File: config.mk
export PLATFORM = sky130hd
export DESIGN_NAME = pex_framer
export DESIGN_NICKNAME = d
export VERILOG_FILES = /design/src/rtl/pex_pkg.sv /design/src/rtl/pex_deser.sv /design/src/rtl/pex_rsp_sel.sv /design/src/rtl/pex_framer.sv
export SDC_FILE = /design/constraint.sdc
export NUM_CORES = 1
export LEC_CHECK = 0
export BUFFER_PORTS_ARGS = -buffer_cell sky130_fd_sc_hd__buf_2
export CORE_MARGIN = 5
export CORE_UTILIZATION = 35
export CTS_BUF_LIST = sky130_fd_sc_hd__clkbuf_8 sky130_fd_sc_hd__clkbuf_16
export CTS_CLUSTER_DIAMETER = 120
export DETAILED_ROUTE_END_ITERATION = 12
export HOLD_SLACK_MARGIN = 0.12
export SYNTH_ARGS = -nofsm -noshare
export SYNTH_HDL_FRONTEND = slang
export SYNTH_SLANG_ARGS = --single-unit
File: constraint.sdc
create_clock -name clk -period 3.5 [get_ports clk]
set_clock_uncertainty 0.2 [all_clocks]
set_input_delay 0.35 -clock clk [delete_from_list [all_inputs] [get_ports clk]]
set_output_delay 0.35 -clock clk [all_outputs]
set_load 0.005 [all_outputs]
File: src/rtl/pex_pkg.sv
package pex_pkg;

    localparam int WORD_W = 16;

    typedef enum logic [3:0] {
        RS_PASS = 4'h1,
        RS_FAIL = 4'h2,
        RS_NACK = 4'h3
    } rsp_stat_e;

    typedef enum logic [2:0] {
        ST_RX_HDR,
        ST_RX_BODY,
        ST_DISPATCH,
        ST_BUSY,
        ST_READY,
        ST_TX
    } fr_state_e;

    typedef struct packed {
        logic [3:0]  op;
        logic [11:0] len;
    } cmd_hdr_t;

    function automatic logic [WORD_W-1:0] rsp_head(rsp_stat_e st, logic [3:0] op, logic [7:0] q);
        return {st, op, q};
    endfunction

endpackage

File: src/rtl/pex_deser.sv
module pex_deser #(
    parameter int W = 16
) (
    input  logic         clk,
    input  logic         rst,
    input  logic         clr,
    input  logic         shift,
    input  logic         din,
    output logic [W-1:0] word,
    output logic         word_vld
);
    localparam int CW = $clog2(W);

    logic [CW-1:0] cnt;
    logic [W-1:0]  sh;

    always_ff @(posedge clk) begin
        if (rst || clr) begin
            cnt      <= '0;
            sh       <= '0;
            word_vld <= 1'b0;
        end else begin
            word_vld <= 1'b0;
            if (shift) begin
                sh <= {sh[W-2:0], din};
                if (cnt == CW'(W-1)) begin
                    cnt      <= '0;
                    word_vld <= 1'b1;
                end else begin
                    cnt <= cnt + 1'b1;
                end
            end
        end
    end

    assign word = sh;
endmodule

File: src/rtl/pex_rsp_sel.sv
module pex_rsp_sel #(
    parameter int MAX_DATA = 4,
    parameter int IW       = 3
) (
    input  logic [15:0]            head0,
    input  logic [15:0]            head1,
    input  logic [16*MAX_DATA-1:0] data,
    input  logic [IW-1:0]          idx,
    output logic [15:0]            word
);
    localparam int NW = MAX_DATA + 2;

    logic [15:0] words [NW];

    assign words[0] = head0;
    assign words[1] = head1;

    for (genvar k = 0; k < MAX_DATA; k++) begin : g_data
        assign words[k+2] = data[16*k +: 16];
    end

    always_comb begin
        word = '0;
        for (int k = 0; k < NW; k++) begin
            if (idx == IW'(k)) word = words[k];
        end
    end
endmodule

File: src/rtl/pex_framer.sv
module pex_framer
    import pex_pkg::*;
#(
    parameter int          MAX_WORDS = 8,
    parameter int          MAX_DATA  = 4,
    parameter logic [15:0] IMPL_MASK = 16'h07FF,
    localparam int         PAYW      = MAX_WORDS - 1,
    localparam int         NDW       = $clog2(MAX_DATA + 1)
) (
    input  logic                   clk,
    input  logic                   rst,
    input  logic                   sck_pulse,
    input  logic                   sdi,
    output logic                   sdo,
    output logic                   sdo_en,
    output logic                   cmd_go,
    output logic [3:0]             cmd_op,
    output logic [11:0]            cmd_len,
    output logic [16*PAYW-1:0]     cmd_payload,
    input  logic                   be_done,
    input  logic                   be_fail,
    input  logic [7:0]             be_qcode,
    input  logic [NDW-1:0]         be_ndata,
    input  logic [16*MAX_DATA-1:0] be_data
);
    localparam int IW = $clog2(MAX_DATA + 2);

    fr_state_e             state;
    cmd_hdr_t              hdr;
    logic [11:0]           wcnt;
    logic [15:0]           pay [PAYW];
    logic                  local_rsp;
    rsp_stat_e             stat;
    logic [7:0]            qcode;
    logic [NDW-1:0]        ndata;
    logic [16*MAX_DATA-1:0] dbuf;
    logic [IW-1:0]         widx;
    logic [3:0]            bitc;

    logic                  rx_en, rx_clr, wvld;
    logic [15:0]           rx_word, tx_word;
    logic                  op_unknown, len_bad;
    cmd_hdr_t              rx_hdr;

    assign rx_en  = (state == ST_RX_HDR) || (state == ST_RX_BODY);
    assign rx_clr = !rx_en;
    assign rx_hdr = cmd_hdr_t'(rx_word);

    pex_deser #(.W(16)) u_deser (
        .clk      (clk),
        .rst      (rst),
        .clr      (rx_clr),
        .shift    (sck_pulse && rx_en),
        .din      (sdi),
        .word     (rx_word),
        .word_vld (wvld)
    );

    assign op_unknown = !IMPL_MASK[hdr.op];
    assign len_bad    = (hdr.len == 12'd0) || (hdr.len > 12'(MAX_WORDS));

    pex_rsp_sel #(.MAX_DATA(MAX_DATA), .IW(IW)) u_sel (
        .head0 (rsp_head(stat, hdr.op, qcode)),
        .head1 (16'(ndata) + 16'd2),
        .data  (dbuf),
        .idx   (widx),
        .word  (tx_word)
    );

    always_ff @(posedge clk) begin
        if (rst) begin
            state     <= ST_RX_HDR;
            hdr       <= '0;
            wcnt      <= '0;
            local_rsp <= 1'b0;
            stat      <= RS_PASS;
            qcode     <= '0;
            ndata     <= '0;
            dbuf      <= '0;
            widx      <= '0;
            bitc      <= '0;
            for (int k = 0; k < PAYW; k++) pay[k] <= '0;
        end else begin
            case (state)
                ST_RX_HDR: if (wvld) begin
                    hdr  <= rx_hdr;
                    wcnt <= 12'd1;
                    if (rx_hdr.len <= 12'd1 || rx_hdr.len > 12'(MAX_WORDS))
                        state <= ST_DISPATCH;
                    else
                        state <= ST_RX_BODY;
                end
                ST_RX_BODY: if (wvld) begin
                    for (int k = 0; k < PAYW; k++)
                        if (wcnt == 12'(k + 1)) pay[k] <= rx_word;
                    wcnt <= wcnt + 12'd1;
                    if (wcnt + 12'd1 == hdr.len) state <= ST_DISPATCH;
                end
                ST_DISPATCH: begin
                    local_rsp <= op_unknown || len_bad;
                    stat      <= op_unknown ? RS_NACK : RS_FAIL;
                    qcode     <= '0;
                    ndata     <= '0;
                    state     <= ST_BUSY;
                end
                ST_BUSY: begin
                    if (local_rsp) begin
                        state <= ST_READY;
                    end else if (be_done) begin
                        stat  <= be_fail ? RS_FAIL : RS_PASS;
                        qcode <= be_qcode;
                        ndata <= (be_ndata > NDW'(MAX_DATA)) ? NDW'(MAX_DATA) : be_ndata;
                        dbuf  <= be_data;
                        state <= ST_READY;
                    end
                end
                ST_READY: if (sck_pulse) begin
                    widx  <= '0;
                    bitc  <= '0;
                    state <= ST_TX;
                end
                ST_TX: if (sck_pulse) begin
                    if (bitc == 4'd15) begin
                        bitc <= '0;
                        if (32'(widx) == 32'(ndata) + 1) state <= ST_RX_HDR;
                        else widx <= widx + 1'b1;
                    end else begin
                        bitc <= bitc + 4'd1;
                    end
                end
                default: state <= ST_RX_HDR;
            endcase
        end
    end

    assign cmd_go  = (state == ST_DISPATCH) && !op_unknown && !len_bad;
    assign cmd_op  = hdr.op;
    assign cmd_len = hdr.len;

    for (genvar k = 0; k < PAYW; k++) begin : g_pay
        assign cmd_payload[16*k +: 16] = pay[k];
    end

    always_comb begin
        sdo_en = 1'b1;
        sdo    = 1'b0;
        case (state)
            ST_DISPATCH, ST_BUSY: sdo = 1'b1;
            ST_READY:             sdo = 1'b0;
            ST_TX:                sdo = tx_word[4'd15 - bitc];
            default:              sdo_en = 1'b0;
        endcase
    end
endmodule

==> results.md <==
- The flow ran to the end, and the final reports show no timing, DRC or antenna violations.
- The average detailed-routed wire length per instance is 17.4 um.
- The endpoint kind of the worst setup timing path is an output pin.
- In this run, synthesis produced a sequential element count of 250.
- The number of design rule violations left after detail routing is 0.
- After detailed routing, the total wire length is 31.5 mm.
- Of all flip-flops after synthesis, the portion carrying an async set or reset was 0%.
- The actual slew at the worst max-slew pin is 795 ps.
- The worst setup path is of the reg -> out kind.
- At the end of routability-driven placement, the weighted congestion stood at 0.847.
- The depth of the worst register-to-register path is 6.
- The total count of hold-check failures in the final report was 0.
- The fraction of the mapped netlist area in compound gates is 12.4%.
- Setup violations remaining at the end of the flow were counted as 0.
- The floorplan die height is 187 um.
- The clock sink total is 250.
- The post-synthesis cell type with the largest combined area is sky130_fd_sc_hd__edfxtp_1.
- The main combinational cell family by area after synthesis is simple AND/OR/NAND/NOR gates.
- The pre-antenna-repair detailed-routing pass consisted of 9 iterations.
- The number of rows in the core area is 64.
- 0 antenna diodes ended up in the layout.
- The count of vias placed by the detailed router is 9113.
- Ranked by total cell area, the synthesized netlist is headed by sky130_fd_sc_hd__edfxtp_1, sky130_fd_sc_hd__dfxtp_1, sky130_fd_sc_hd__nand2_1.
- The buffer levels on the longest clock path is 3.
- The number of nets with antenna violations after routing is 0.
- Among all cell types in the netlist, the one instantiated most often is sky130_fd_sc_hd__nand2_1.
- The tree is rooted in a sky130_fd_sc_hd__clkbuf_16.
- The fraction of layout cells with a size suffix above 1 is 22.8%.
- Counting flops with a built-in enable in the synthesized netlist gives 112.
- The design draws 6710 uW.
- In this run the tightest slew margin relative to its limit is 47.0%.
- The full die area is 35000 um2.
- The family of cells with the greatest summed delay on the critical path is simple AND/OR/NAND/NOR gates.
- The power density over cell area is 470 nW/um2.
- Ranked by instance count, the synthesized netlist is headed by sky130_fd_sc_hd__nand2_1, sky130_fd_sc_hd__nor2_1, sky130_fd_sc_hd__dfxtp_1.
- The number of clock buffers added by TritonCTS is 27.
- The number of stages on the worst hold path is 4.
- The clock tree from TritonCTS is built.
- VDD sags by at most 0.365 mV.
- The cell area that synthesis handed to floorplanning was 11000 um2.
- The clock-pin transition on the worst setup and hold timing paths is 60 ps.
- The area share of and/or/nand/nor cells after synthesis is 21.7%.
- The H-tree level count is 1.
- The timing-limited maximum frequency is 0.297 GHz.
- After detailed placement, the total cell area comes to 12400 um2.
- The final critical-path share of the clock period is 96.1%.
- The number of nets in the final layout is 1492.
- The detailed-placement wirelength estimate is 21.9 mm.
- Counting buffers and inverters, the worst setup path is 8 cells deep.
- Along the worst path, the maximum fanout reaches 5.
- The area share of the leading cell type in the synthesized netlist is 30.6%.
- The count of mapped cells out of synthesis is 1127.
- The violation count after the first detailed-routing iteration is 630.
- The primary flip-flop cell chosen by synthesis mapping is sky130_fd_sc_hd__dfxtp_1.
- After synthesis, flip-flops and latches occupy 55.8% of the total area.
- The via count of the first global-routing pass is 8955.
- Summed over all layers, the global routing overflow is 0.
- The first-pass GRT wire length is 50.0 mm.
- At the worst endpoint, the required time is 2950 ps.
- The tightest min-delay check is of the in -> reg type.
- The die is 187 um wide.
- The pin count of the biggest net entering global routing is 67.
- Once layout is done, the placed cells without fillers occupy 14300 um2.
- The Yosys step of the flow raised 0 warnings.
- In this run the standard cell core region covers 30700 um2.
- The worst path in the final design needs a cycle of 3360 ps, including I/O delays and setup.
- On the final layout, the worst hold slack is 176 ps.
- The total global-route track usage is 17.3%.
- The effective utilization at floorplan is 35.7%.
- The cell with the largest stage delay on the worst path is sky130_fd_sc_hd__or4b_1.
- Of the post-synthesis cell area, the part taken by muxes is 2.84%.
- 212 I/O pins were placed.
- Using the TritonRoute via totals, the vias-per-cell ratio works out to 5.02.
- The post-synthesis xor/xnor area fraction is 1.48%.
- The area growth from synthesis to layout is 29.9%.
- The clock reaches the later pin of the worst-skew pair after 550 ps.
- The average size of a mapped cell is 9.74 um2.
- Walking the worst path, the cells encountered are inv_1, ha_1, nor4b_4, a221oi_2, or4b_1, a41oi_1, a32o_1, buf_2.
- The synthesized netlist contains 76 unique library cells.
- Max-cap violations in this run came to 0.
- The initial antenna violation count was 2.
- On the worst path, the slowest cell contributes a delay of 480 ps.
- The number of max-slew violations in the final report is 0.
- The worst setup path is launched from a flop.
- The critical path contains buffers and inverters numbering 2 combined.
- The total nets after synthesis is 1221.
- The number of I/O port buffers is 211.
- The post-synthesis adder-cell area fraction is 1.48%.
- Data on the critical path arrives at its endpoint at 2810 ps.
- The analysis attributes to cell leakage a power of 0.00538 uW.
report_power, final:
group / leakage (uW) / switching [uW] / internal (uW) / total [uW]
sequential: 0.00219 / 26.5 / 3110 / 3140
clock: 0.000516 / 1180 / 2100 / 3290
combinational: 0.00267 / 135 / 149 / 284
total: 0.00538 / 1340 / 5360 / 6710
state kept, by name (all words and copies together), names as in the netlist, 8 cells and up, named ones only:
name	count
cmd_len	12
dbuf	64
pay	112
qcode	8
u_deser.word	16
wcnt	12
layout by cell type, fill, tap and decap left out, drive strengths merged, types with 7 or more instances in the layout:
| cell type | n |
|---|---|
| bufinv | 9 |
| a211oi | 9 |
| nand2 | 191 |
| and2 | 8 |
| a22oi | 21 |
| a21oi | 108 |
| nor2 | 164 |
| xnor2 | 8 |
| nand3 | 29 |
| clkinv | 10 |
| nand2b | 27 |
| nor4b | 7 |
| ha | 13 |
| nand4 | 10 |
| o21ai | 31 |
| xor2 | 8 |
| nor3 | 17 |
| inv | 30 |
| edfxtp | 112 |
| mux2i | 21 |
| buf | 241 |
| dfxtp | 138 |
| clkbuf | 28 |
| dlygate4sd3 | 80 |
worst paths after layout:
check / startpoint / end / slack (ps)
setup / recovery: widx[1] / sdo / 140
hold / removal: sck_pulse / u_deser.word[8] / 180
setup reg to reg: state[2] / pay[5][13] / 620
hold reg to reg: dbuf[46] / dbuf[46] / 250
layer usage:
layer / wire, um / track usage, %
met4: 839 / 4.78
met3: 2120 / 3.62
met1: 13700 / 22.8
met5: 21 / 0
met2: 14800 / 29.1
cells by family after synthesis:
family,after synthesis
and+or+nand+nor,496
DFF,250
xor gates and xnor gates,17
muxes,27
adders and majority gates,13
AOI/OAI and AO/OA,218
buffers and inverters,106
worst reg2reg max path, delay by kind of cell, from the launching register on:
family           cells  cell delay [ps]
and+or+nand+nor      6             1900
DFF                  1              420
area by class of cell:
cell class              instances  area [um2]
inverters                      27         101
well taps                     396         495
clock buffers                  28         689
multi-input cells             771        4420
repair buffers                321        2080
clock inverters                22         353
flip-flops and latches        250        6130
fillers                      2864       16500
per-stage QoR:
step,TNS [ps],instances,setup slack (ps),utilization [%]
finish,0,1815,135,46.4
global route,-7.29,1815,-7.29,46.4
CTS,0,1815,24.2,46.3
detailed placement,0,1683,436,40.3
global placement,0,1683,499,40.3
floorplan,0,1127,701,-
repair_timing:
action	4_1_cts	5_1_grt
hold buffers	80	0
setup buffers	2	0
endpoints found under the hold margin	81	0
endpoints found under the setup margin	1	1
resized for setup	4	6
pin swaps	1	1
Note: power is estimated with default switching activity, not from simulation.
